[src/rtl/pwgate_pkg.sv]
package pwgate_pkg;

  typedef enum logic [3:0] {
    S_IDLE, S_CMD, S_PWD, S_PWCHK, S_PWWAIT, S_POLL, S_AH, S_AL,
    S_RD, S_RA, S_WR, S_ZERO, S_NEW1, S_NEW2, S_NDONE
  } state_t;

  typedef enum logic [2:0] {
    K_READ, K_WRITE, K_CHG, K_CLRPW, K_UNLOCK, K_BAD
  } kind_t;

  typedef struct packed {
    kind_t      kind;
    logic       arr;
    logic [2:0] slot;
  } cmd_t;

  localparam logic [7:0] POLL_CODE = 8'hF0;

  function automatic cmd_t decode_cmd(input logic [7:0] b);
    cmd_t c;
    c.kind = K_BAD;
    c.arr  = b[3];
    c.slot = 3'd0;
    case (b)
      8'h80, 8'h88:               begin c.kind = K_READ;   c.slot = {2'b00, b[3]}; end
      8'h90, 8'h98:               begin c.kind = K_WRITE;  c.slot = {2'b01, b[3]}; end
      8'hA0, 8'hA8, 8'hB0, 8'hB8: begin c.kind = K_CHG;    c.slot = {1'b0, b[4], b[3]}; end
      8'hC0:                      begin c.kind = K_CHG;    c.slot = 3'd4; end
      8'hE0:                      begin c.kind = K_CLRPW;  c.slot = 3'd4; end
      8'hE8:                      begin c.kind = K_UNLOCK; c.slot = 3'd4; end
      default: ;
    endcase
    return c;
  endfunction

endpackage

[src/rtl/pwgate_nvtimer.sv]
module pwgate_nvtimer #(
  parameter int CYC = 64
) (
  input  logic clk,
  input  logic rst,
  input  logic load,
  output logic busy
);
  localparam int CW = $clog2(CYC + 1);

  logic [CW-1:0] cnt;

  always_ff @(posedge clk) begin
    if (rst)                   cnt <= '0;
    else if (load && cnt == 0) cnt <= CW'(CYC);
    else if (cnt != 0)         cnt <= cnt - CW'(1);
  end

  assign busy = (cnt != 0);

  // a running busy period is never restarted or stretched
  assert_busy_countdown_R11: assert property (@(posedge clk) disable iff (rst)
    (cnt != 0) |=> (cnt == $past(cnt) - CW'(1)));
endmodule

[src/rtl/pwgate_pagebuf.sv]
module pwgate_pagebuf #(
  parameter int SB = 32
) (
  input  logic          clk,
  input  logic          rst,
  input  logic          clr,
  input  logic          wr_en,
  input  logic [$clog2(SB)-1:0] wr_idx,
  input  logic [7:0]    wr_data,
  input  logic          commit,
  output logic          c_en,
  output logic [$clog2(SB)-1:0] c_idx,
  output logic [7:0]    c_data
);
  localparam int IW = $clog2(SB);

  logic [7:0]    slot_q [SB];
  logic [SB-1:0] mask;
  logic          walking;
  logic [IW-1:0] widx;

  always_ff @(posedge clk) begin
    if (wr_en) slot_q[wr_idx] <= wr_data;
  end

  always_ff @(posedge clk) begin
    if (rst) begin
      mask    <= '0;
      walking <= 1'b0;
      widx    <= '0;
    end else begin
      if (clr)        mask <= '0;
      else if (wr_en) mask[wr_idx] <= 1'b1;
      if (commit) begin
        walking <= 1'b1;
        widx    <= '0;
      end else if (walking) begin
        widx <= widx + IW'(1);
        if (widx == IW'(SB - 1)) walking <= 1'b0;
      end
    end
  end

  assign c_en   = walking && mask[widx];
  assign c_idx  = widx;
  assign c_data = slot_q[widx];

  // a new commit never starts while the previous one is still draining
  assert_commit_free_R9: assert property (@(posedge clk) disable iff (rst)
    commit |-> !walking);
endmodule

[src/rtl/pwgate_mem.sv]
module pwgate_mem #(
  parameter int AW = 8
) (
  input  logic          clk,
  input  logic          we,
  input  logic [AW-1:0] waddr,
  input  logic [7:0]    wdata,
  input  logic          re,
  input  logic [AW-1:0] raddr,
  output logic [7:0]    rdata
);
  localparam int DEPTH = 1 << AW;

  logic [7:0] mem [DEPTH];

  always_ff @(posedge clk) begin
    if (we) mem[waddr] <= wdata;
    if (re) rdata <= mem[raddr];
  end
endmodule

[src/rtl/pwgate_seq.sv]
module pwgate_seq
  import pwgate_pkg::*;
#(
  parameter int A0_AW      = 8,
  parameter int A1_AW      = 5,
  parameter int PW_BYTES   = 8,
  parameter int SECT_BYTES = 32,
  parameter int WC_CYCLES  = 64
) (
  input  logic                    clk,
  input  logic                    rst,
  input  logic                    ev_start,
  input  logic                    ev_stop,
  input  logic                    rx_valid,
  input  logic [7:0]              rx_byte,
  input  logic                    tx_req,
  input  logic                    pw_match,
  output logic                    ack_valid,
  output logic                    ack_ok,
  output logic                    tx_valid,
  output logic [7:0]              tx_data,
  output logic                    nv_busy,
  output logic [2:0]              pw_slot,
  output logic [PW_BYTES*8-1:0]   pw_word,
  output logic                    pw_wr,
  output logic [PW_BYTES*8-1:0]   pw_wr_data,
  output logic                    clr_pw_req,
  output logic                    unlock_req
);
  localparam int PWW  = PW_BYTES * 8;
  localparam int SW   = $clog2(SECT_BYTES);
  localparam int PCW  = $clog2(PW_BYTES + 1);
  localparam int AMAX = (A0_AW > A1_AW) ? A0_AW : A1_AW;
  localparam logic [AMAX-1:0] MASK0 = {AMAX{1'b1}} >> (AMAX - A0_AW);
  localparam logic [AMAX-1:0] MASK1 = {AMAX{1'b1}} >> (AMAX - A1_AW);

  initial assert (WC_CYCLES > SECT_BYTES && AMAX <= 16 && A1_AW >= SW);

  state_t            state;
  cmd_t              cmd_q;
  logic [PCW-1:0]    pcnt;
  logic              pw_ok;
  logic [7:0]        hi_q;
  logic [AMAX-1:0]   addr_q;
  logic [AMAX-SW-1:0] wbase;
  logic [SW-1:0]     widx;
  logic              any_q;
  logic              zcnt;
  logic              mism;

  cmd_t              dec;
  logic [AMAX-1:0]   amask;
  logic [15:0]       full_addr;
  logic [AMAX-1:0]   addr_ld;
  logic [15:0]       ra_ext;
  logic [AMAX-1:0]   ra_addr;
  logic              abort_ev;
  logic              rd_fire;
  logic              commit;
  logic              timer_load;
  logic              buf_wr;
  logic              buf_clr;
  logic              byte_neq;

  logic              c_en;
  logic [SW-1:0]     c_idx;
  logic [7:0]        c_data;
  logic [AMAX-1:0]   waddr;
  logic [7:0]        rd0, rd1;

  always_comb begin
    dec       = decode_cmd(rx_byte);
    amask     = cmd_q.arr ? MASK1 : MASK0;
    full_addr = {hi_q, rx_byte};
    addr_ld   = full_addr[AMAX-1:0] & amask;
    ra_ext    = 16'(addr_q);
    ra_ext[7:0] = rx_byte;
    ra_addr   = ra_ext[AMAX-1:0] & amask;
    abort_ev  = ev_start || ev_stop;
    rd_fire   = (state == S_RD) && tx_req && !abort_ev;
    commit    = (state == S_WR) && ev_stop && any_q;
    timer_load = (state == S_PWCHK) || commit || ((state == S_NDONE) && ev_stop);
    buf_wr    = (state == S_WR) && rx_valid && !abort_ev;
    buf_clr   = (state == S_AL) && rx_valid && !abort_ev;
    byte_neq  = (rx_byte != pw_wr_data[PWW-1 -: 8]);
  end

  always_ff @(posedge clk) begin
    if (rst) begin
      state      <= S_IDLE;
      cmd_q      <= '{kind: K_BAD, arr: 1'b0, slot: 3'd0};
      ack_valid  <= 1'b0;
      ack_ok     <= 1'b0;
      tx_valid   <= 1'b0;
      pw_wr      <= 1'b0;
      clr_pw_req <= 1'b0;
      unlock_req <= 1'b0;
      pw_slot    <= '0;
      pw_word    <= '0;
      pw_wr_data <= '0;
      pcnt       <= '0;
      pw_ok      <= 1'b0;
      hi_q       <= '0;
      addr_q     <= '0;
      wbase      <= '0;
      widx       <= '0;
      any_q      <= 1'b0;
      zcnt       <= 1'b0;
      mism       <= 1'b0;
    end else begin
      ack_valid  <= rx_valid;
      ack_ok     <= 1'b0;
      tx_valid   <= 1'b0;
      pw_wr      <= 1'b0;
      clr_pw_req <= 1'b0;
      unlock_req <= 1'b0;
      case (state)
        S_IDLE: if (ev_start) state <= S_CMD;
        S_CMD: begin
          if (ev_stop) state <= S_IDLE;
          else if (!ev_start && rx_valid) begin
            if (!nv_busy && dec.kind != K_BAD) begin
              ack_ok  <= 1'b1;
              cmd_q   <= dec;
              pw_slot <= dec.slot;
              pcnt    <= '0;
              state   <= S_PWD;
            end else state <= S_IDLE;
          end
        end
        S_PWD: begin
          if (abort_ev) state <= S_IDLE;
          else if (rx_valid) begin
            ack_ok  <= 1'b1;
            pw_word <= {pw_word[PWW-9:0], rx_byte};
            pcnt    <= pcnt + PCW'(1);
            if (pcnt == PCW'(PW_BYTES - 1)) state <= S_PWCHK;
          end
        end
        S_PWCHK: begin
          pw_ok <= pw_match;
          state <= S_PWWAIT;
        end
        S_PWWAIT: if (ev_start) state <= S_POLL;
        S_POLL: begin
          if (ev_stop) state <= S_IDLE;
          else if (!ev_start && rx_valid) begin
            if (rx_byte != POLL_CODE || (!nv_busy && !pw_ok)) state <= S_IDLE;
            else if (nv_busy) state <= S_PWWAIT;
            else begin
              ack_ok <= 1'b1;
              case (cmd_q.kind)
                K_READ, K_WRITE: state <= S_AH;
                K_CHG: begin zcnt <= 1'b0; state <= S_ZERO; end
                K_CLRPW: begin clr_pw_req <= 1'b1; state <= S_IDLE; end
                default: begin unlock_req <= 1'b1; state <= S_IDLE; end
              endcase
            end
          end
        end
        S_AH: begin
          if (abort_ev) state <= S_IDLE;
          else if (rx_valid) begin
            ack_ok <= 1'b1;
            hi_q   <= rx_byte;
            state  <= S_AL;
          end
        end
        S_AL: begin
          if (abort_ev) state <= S_IDLE;
          else if (rx_valid) begin
            ack_ok <= 1'b1;
            addr_q <= addr_ld;
            wbase  <= addr_ld[AMAX-1:SW];
            widx   <= addr_ld[SW-1:0];
            any_q  <= 1'b0;
            state  <= (cmd_q.kind == K_READ) ? S_RD : S_WR;
          end
        end
        S_RD: begin
          if (ev_stop) state <= S_IDLE;
          else if (ev_start) state <= S_RA;
          else if (tx_req) begin
            tx_valid <= 1'b1;
            addr_q   <= (addr_q + AMAX'(1)) & amask;
          end
        end
        S_RA: begin
          if (ev_stop) state <= S_IDLE;
          else if (!ev_start && rx_valid) begin
            ack_ok <= 1'b1;
            addr_q <= ra_addr;
            state  <= S_RD;
          end
        end
        S_WR: begin
          if (abort_ev) state <= S_IDLE;
          else if (rx_valid) begin
            ack_ok <= 1'b1;
            widx   <= widx + SW'(1);
            any_q  <= 1'b1;
          end
        end
        S_ZERO: begin
          if (abort_ev) state <= S_IDLE;
          else if (rx_valid) begin
            if (rx_byte == 8'h00) begin
              ack_ok <= 1'b1;
              zcnt   <= 1'b1;
              pcnt   <= '0;
              if (zcnt) state <= S_NEW1;
            end else state <= S_IDLE;
          end
        end
        S_NEW1: begin
          if (abort_ev) state <= S_IDLE;
          else if (rx_valid) begin
            ack_ok     <= 1'b1;
            pw_wr_data <= {pw_wr_data[PWW-9:0], rx_byte};
            pcnt       <= pcnt + PCW'(1);
            mism       <= 1'b0;
            if (pcnt == PCW'(PW_BYTES - 1)) begin
              pcnt  <= '0;
              state <= S_NEW2;
            end
          end
        end
        S_NEW2: begin
          if (abort_ev) state <= S_IDLE;
          else if (rx_valid) begin
            ack_ok     <= 1'b1;
            pw_wr_data <= {pw_wr_data[PWW-9:0], pw_wr_data[PWW-1 -: 8]};
            pcnt       <= pcnt + PCW'(1);
            if (byte_neq) mism <= 1'b1;
            if (pcnt == PCW'(PW_BYTES - 1))
              state <= (mism || byte_neq) ? S_IDLE : S_NDONE;
          end
        end
        S_NDONE: begin
          if (ev_stop) begin
            pw_wr <= 1'b1;
            state <= S_IDLE;
          end else if (ev_start) state <= S_IDLE;
        end
        default: state <= S_IDLE;
      endcase
    end
  end

  pwgate_nvtimer #(.CYC(WC_CYCLES)) u_timer (
    .clk(clk), .rst(rst), .load(timer_load), .busy(nv_busy)
  );

  pwgate_pagebuf #(.SB(SECT_BYTES)) u_buf (
    .clk(clk), .rst(rst), .clr(buf_clr), .wr_en(buf_wr), .wr_idx(widx),
    .wr_data(rx_byte), .commit(commit), .c_en(c_en), .c_idx(c_idx), .c_data(c_data)
  );

  assign waddr = {wbase, c_idx};

  pwgate_mem #(.AW(A0_AW)) u_arr0 (
    .clk(clk), .we(c_en && !cmd_q.arr), .waddr(waddr[A0_AW-1:0]), .wdata(c_data),
    .re(rd_fire && !cmd_q.arr), .raddr(addr_q[A0_AW-1:0]), .rdata(rd0)
  );

  pwgate_mem #(.AW(A1_AW)) u_arr1 (
    .clk(clk), .we(c_en && cmd_q.arr), .waddr(waddr[A1_AW-1:0]), .wdata(c_data),
    .re(rd_fire && cmd_q.arr), .raddr(addr_q[A1_AW-1:0]), .rdata(rd1)
  );

  assign tx_data = cmd_q.arr ? rd1 : rd0;

  // a command byte arriving during a busy period is refused
  assert_busy_nack_R11: assert property (@(posedge clk) disable iff (rst)
    (state == S_CMD && rx_valid && !ev_start && !ev_stop && nv_busy) |=> (ack_valid && !ack_ok));
  // the compare step always starts a busy period
  assert_pwchk_busy_R4: assert property (@(posedge clk) disable iff (rst)
    (state == S_PWCHK) |=> nv_busy);
  // a poll never succeeds while busy
  assert_poll_busy_R5: assert property (@(posedge clk) disable iff (rst)
    (state == S_POLL && rx_valid && nv_busy) |=> !ack_ok);
  // a password store is always accompanied by a busy period
  assert_pwwr_busy_R12: assert property (@(posedge clk) disable iff (rst)
    pw_wr |-> nv_busy);
  // service pulses and password stores never coincide
  assert_pulse_excl_R13: assert property (@(posedge clk) disable iff (rst)
    $onehot0({pw_wr, clr_pw_req, unlock_req}));
endmodule

[config.mk]
export PLATFORM = sky130hd
export DESIGN_NAME = pwgate_seq
export DESIGN_NICKNAME = d
export VERILOG_FILES = /design/src/rtl/pwgate_pkg.sv /design/src/rtl/pwgate_nvtimer.sv /design/src/rtl/pwgate_pagebuf.sv /design/src/rtl/pwgate_mem.sv /design/src/rtl/pwgate_seq.sv
export SDC_FILE = /design/constraint.sdc
export NUM_CORES = 2
export LEC_CHECK = 0
export ABC_CLOCK_PERIOD_IN_PS = 5500
export BUFFER_PORTS_ARGS = -buffer_cell sky130_fd_sc_hd__buf_2
export CORE_AREA = 2 2 470 472
export CTS_CLUSTER_SIZE = 12
export DETAILED_ROUTE_END_ITERATION = 12
export DIE_AREA = 0 0 472 474
export PLACE_DENSITY_LB_ADDON = 0.25
export SYNTH_ARGS = -nofsm -noshare
export SYNTH_HDL_FRONTEND = slang
export SYNTH_SLANG_ARGS = --single-unit
[constraint.sdc]
create_clock -name clk -period 5.5 [get_ports clk]
set_input_delay 0.55 -clock clk [delete_from_list [all_inputs] [get_ports clk]]
set_output_delay 0.55 -clock clk [all_outputs]
set_load 0.02 [all_outputs]
# Yosys cells after proc, flatten, opt, wreduce, memory -nomap -nowiden
# Memory sizes are Yosys's and may differ from the RTL's. A register that Yosys moved wholly into a read port is not among the register bits.
# Cells that the tools add are included.
[totals]
elab_cells = 313
out_inout_bits = 146
mem_count = 3
regBits = 214
mem_bits_rw = 2560
[mem_list]
columns = ["name", "words", "word_bits", "read_ports", "rd_ports_with_merged_regs", "wr", "line", "text"]
rows = [
  ["u_arr0.mem", 256, 8, 1, 1, 1, "pwgate_mem.sv:14", "logic [7:0] mem [DEPTH];"],
  ["u_arr1.mem", 32, 8, 1, 1, 1, "pwgate_mem.sv:14", ""],
  ["u_buf.slot_q", 32, 8, 1, 1, 1, "pwgate_pagebuf.sv:17", "logic [7:0] slot_q [SB];"],
]
[classes]
n_reduce_logical = 65
n_eq_ne = 78
muxes = 125
order_cmp = 3
n_addsub = 5
bitwise = 9
[ops]
columns = ["cell", "count"]
rows = [
  ["64-bit 2-to-1 mux", 4],
  ["4-bit 2-to-1 mux", 44],
  ["64-bit one-hot mux with 2 select lines", 1],
  ["8-bit == test, second input constant", 11],
  ["8-bit 2-to-1 mux", 9],
  ["4-bit one-hot mux with 15 select lines", 1],
  ["2-bit != test, second input constant", 29],
  ["3-bit != test, second input constant", 15],
  ["1-bit 2-to-1 mux", 44],
  ["32-bit OR", 1],
  ["5-bit 2-to-1 mux", 6],
  ["4-bit == test, second input constant", 7],
  ["8-bit one-hot mux with 3 select lines", 1],
  ["4-bit by 3-bit == test with 1-bit output, second input constant", 5],
  ["1-bit logical AND", 19],
  ["18-bit AND reduction", 1],
  ["8-bit bitwise AND", 2],
  ["4-bit one-hot mux with 4 select lines", 1],
  ["2-bit OR reduction", 8],
  ["3-bit one-hot mux with 5 select lines", 1],
  ["7-bit 2-to-1 mux", 2],
  ["5-bit by 6-bit < comparator with 1-bit output, second input constant", 2],
  ["3-bit one-hot mux with 4 select lines", 1],
  ["4-bit OR reduction", 3],
  ["42 further kinds", 67],
]

# Logic depth before layout (Yosys ltp)
[depth]
depth_word = 9
depth_mapped = 13
ltp_nobuf = 10

# Cells and area by module
# A second synthesis with hierarchy kept.
[hier_totals]
hier_cells = 5645
hier_area_um2 = 108744.3
[modules_own_cells]
columns = ["mod", "area_each_um2", "n_inst", "seq_area_each_um2", "cells_per_inst"]
rows = [
  ["pwgate_mem at u_arr0", 79636.4, 1, 61739.2, 3733],
  ["pwgate_pagebuf", 11433.5, 1, 8548.2, 534],
  ["pwgate_mem at u_arr1", 10133.5, 1, 7927.6, 417],
  ["pwgate_seq", 7181.9, 1, 3383.2, 925],
  ["pwgate_nvtimer", 359.1, 1, 140.1, 36],
]

# Least setup slack after synthesis
# Ideal clock, no wire load.
[synth_timing]
path_type = "reg2reg"
startpoint = "register (tool-made name)"
endpoint = "memory u_arr0.mem[0][0], data pin"
path_stages_with_launch = 6
setup_time_ns = 0.600
arrival_ns = 3.606
slack_ns = 1.295
synth_period_minus_slack_ns = 4.205
cell_sequence = "dfxtp_1 buf_2 buf_1 mux4_2 mux4_2 mux2_2"
[synth_rtl]
columns = ["item", "line"]
rows = [
  ["end: declaration", "pwgate_mem.sv:14"],
]

# Worst setup path in the final report
[layout_timing]
startpoint = "register u_buf.widx[0], in the netlist u_buf.c_idx[0]"
endpoint = "memory u_arr0.mem[97][4] (enable)"
[layout_between]
elab_chain_cells = 6
[layout_lines]
columns = ["item", "line", "text"]
rows = [
  ["start: declaration", "pwgate_pagebuf.sv:20", "logic [IW-1:0] widx;"],
  ["start signal: assignment", "pwgate_pagebuf.sv:38", "widx <= widx + IW'(1);"],
  ["1-bit binary-select mux with 5-bit select", "pwgate_pagebuf.sv:44", "assign c_en = walking && mask[widx];"],
  ["1-bit 2-to-1 mux (implied by the code)", "pwgate_pagebuf.sv:44", ""],
  ["1-bit logical AND", "pwgate_pagebuf.sv:44", ""],
  ["1-bit logical AND", "pwgate_seq.sv:262", ".clk(clk), .we(c_en && !cmd_q.arr), .waddr(waddr[A0_AW-1:0]), .wdata(c_data),"],
  ["1-bit 2-to-1 mux", "pwgate_mem.sv:17", "if (we) mem[waddr] <= wdata;"],
  ["1-bit 2-to-1 mux (implied by the code)", "pwgate_mem.sv:17", ""],
]
# Several ways; a longest one is shown, not always the timed one. The select of a mux whose other input is x is not followed.

==> flow_summary.json <==
{
  "status": "finished, violations left",
  "violations": "max-capacitance violations, max-slew violations",
  "yosysUniqueCellTypes": 79,
  "syn_inst": 5741,
  "synth_seq_cells": 2795,
  "hold_viol_final": 0,
  "hpwl_mm": 176.8,
  "drive_above_1_share": 0.2217,
  "skew_ns": 0.05637,
  "synthAdderAreaFrac": 0.001383,
  "die_height_microns": 474,
  "synth_area_sq_um": 108600,
  "period_share": 0.8297,
  "dieWidth_microns": 472,
  "syn_area_per_cell_sq_um": 18.92,
  "max_freq_mhz": 219.1,
  "num_rows": 172,
  "critPathCaptureType": "flip-flop",
  "synth_edf_count": 2576,
  "cts.sinks": 2795,
  "drt_iter0_drc": 7989,
  "critPathBufInv": 0,
  "cts_buffers": 300,
  "cts_resized": 0,
  "startpoint_type": "flip-flop",
  "grt_max_degree": 146,
  "grt_pass1_vias": 56790,
  "clk_latency_ns": 0.93,
  "track_usage": 0.2578,
  "path_cells": "mux4_2, mux4_2, nand3b_1, nor2_1, nand3_1, nor2_1",
  "finalMaxSlewViolations": 9,
  "ant_nets": 0,
  "cp_max_fo": 16,
  "cts-root-buf": "clkbuf_16",
  "place_congestion": 0.8944,
  "holdCritPathClass": "in2reg",
  "wl_per_cell_microns": 32.04,
  "slew_headroom": -0.01238,
  "dr.pass1.iters": 5,
  "nets": 6047,
  "pin_count": 161,
  "port-buffer-count": 160,
  "pwr_density_cell_nw_per_um2": 346.7,
  "final_cell_mix": "2576 x edfxtp_1, 609 x mux4_2, 456 x nor2_1",
  "total_leakage_power_nw": 37.04,
  "ys_top_cells_by_area": "edfxtp_1 71%, mux4_2 13%, dfxtp_1 4.0%",
  "cts_tree": "done",
  "antenna_found_initial": 19,
  "dominantRegCellSynth": "edfxtp_1",
  "route.final.wire_length_mm": 290.0,
  "synth_simple_gate_area_frac": 0.04219,
  "overflow": 0,
  "ys_warn_count": 0,
  "yosysSeqAreaShare": 0.7527,
  "crit_slowest_cell": "nor2_1",
  "worstPathRequired_ns": 6.05,
  "clk_path_buf_depth": 4,
  "synthMuxAreaShare": 0.1473,
  "ir_drop_uv": 268.2,
  "synth_xor_area_frac": 0.001371,
  "dpl_cell_area_sq_um": 113000,
  "fin_tns_setup_ns": 0,
  "synthArstFlopShare": 0,
  "synth_top_family_by_area": "multiplexers",
  "synth_compound_area_frac": 0.03792,
  "tightest_slew_ns": 1.513,
  "synth_top_area_share": 0.7123,
  "fin_crit_ns": 4.563,
  "die_area_sq_um": 223700,
  "final_cell_area_sq_um": 121600,
  "finalSetupViolations": 0,
  "final_common_cell": "edfxtp_1",
  "synth_top_cell_by_area": "edfxtp_1",
  "clk_pin_slew_ns": 0.06,
  "grt_pass1_wl_mm": 415.4,
  "drc": 0,
  "worstPathArrival_ns": 5.11,
  "crit_family": "simple AND/OR/NAND/NOR gates",
  "vias": 58050,
  "grt_setup_unrepaired": "false",
  "worstSetupPathType": "reg2reg",
  "coreArea_sq_um": 218700,
  "start_util": 0.4967,
  "cts-htree-levels": 5,
  "max_cap_viol_count": 2,
  "area_growth_pct": 11.95,
  "syn_nets": 5768,
  "cp_slowest_stage_delay_ns": 0.89,
  "avgViaCountPerCell": 6.415
}
[path summary, 6_finish.rpt]
| path | start | end | slack, ns | cells past startpoint |
|---|---|---|---|---|
| setup / recovery | u_buf.c_idx[0]$_SDFFE_PP0P_ | u_arr0.mem[97][4]$_DFFE_PP_ | 0.94 | 6 |
| hold / removal | ev_stop | pw_wr$_SDFF_PP0_ | 0.06 | 2 |
| setup reg to reg | u_buf.c_idx[0]$_SDFFE_PP0P_ | u_arr0.mem[97][4]$_DFFE_PP_ | 0.94 | 6 |
| hold reg to reg | pw_slot[0]$_SDFFE_PP0P_ | pw_slot[0]$_SDFFE_PP0P_ | 0.45 | 2 |
[per-stage QoR]
| stage | total power, mW | cells | hold WS, ns | setup slack, ns | utilization |
|---|---|---|---|---|---|
| 5_1_grt | 43.17 | 9042 | 0.03683 | 0.8013 | 0.5560 |
| 3_5_place_dp | 24.38 | 8584 | 0.4519 | 0.9542 | 0.5169 |
| 3_3_place_gp | 24.37 | 8584 | 0.4416 | 0.9688 | 0.5169 |
| 2_1_floorplan | 24.05 | 5741 | 0.4348 | 1.295 | - |
| 4_1_cts | 42.34 | 9040 | 0.003265 | 0.9477 | 0.5559 |
| 6_report | 42.15 | 9049 | 0.06439 | 0.9366 | 0.5560 |
[repair_timing]
| action | in CTS | in global routing |
|---|---|---|
| hold buffers | 4 | 0 |
| setup endpoints to repair | 0 | 0 |
| buffers inserted | 0 | 0 |
| hold endpoints to repair | 9 | 0 |
[area by class of cell]
class                   instances  area [sq um]
inverters                      18         70.07
repair buffers                331          2445
diodes                          8         20.02
fillers                     16440         97070
well taps                    2871          3592
multi-input cells            2574         25190
clock buffers                 395          8098
clock inverters                57         397.9
flip-flops and latches       2795         81760
[sequential cells by signal, indices dropped and copies added, names as in the netlist, 3 cells and up, named ones only]
register / cells
widx: 5
pw_wr_data: 64
cmd_q: 4
u_arr1.mem: 256
u_arr0.rdata: 8
pw_word: 64
wbase: 3
state: 4
u_buf.c_idx: 5
u_arr1.rdata: 8
u_arr0.mem: 2048
u_timer.cnt: 7
pw_slot: 3
pcnt: 4
u_buf.slot_q: 256
addr_q: 8
u_buf.mask: 32
[cells in the mapped netlist, types with 8 or more instances]
cell and number:
clkbuf_1 170, edfxtp_1 2576, a221oi_1 41, nand2b_1 17, xnor2_1 12, o211ai_1 18
a2111oi_0 9, a22o_1 11, inv_1 15, buf_6 29, a22oi_1 72, and2_1 10
nand2_1 424, mux4_2 609, o21ai_0 53, dfxtp_1 219, nor2_1 459, nor3_1 35
nor2b_1 21, buf_2 88, or3_1 8, nand4_1 11, a21oi_1 236, nand3_1 52
nor4_1 9, mux2i_1 196, buf_1 36, a311oi_1 9, o22ai_1 33, ha_1 12
a32oi_1 10, o221ai_1 26, mux2_2 28, a211oi_1 36, buf_4 27
[where the power goes]
part	leakage, nW	switching (mW)	internal (mW)
clock network	4.14	7.80	10.4
registers	24.9	0.0523	22.9
logic	7.99	0.593	0.386
total	37.0	8.45	33.7
[cells by family after synthesis]
family,Yosys count
adders and majority gates,12
xor gates and xnor gates,17
AOI/OAI and AO/OA,623
and+or+nand+nor,1089
muxes,833
buffers and inverters,372
DFF,2795
[routing by layer]
layer / track usage / wire (microns) / up-vias / part of all wire
met5: 0 / 104 / - / 0.00036
met1: 0.3640 / 115200 / 30390 / 0.40
met3: 0.06057 / 29430 / 623 / 0.10
met2: 0.3909 / 133600 / 3319 / 0.46
li1: - / - / 23700 / -
met4: 0.1025 / 11710 / 16 / 0.040
(Power assumes the default switching activity.)
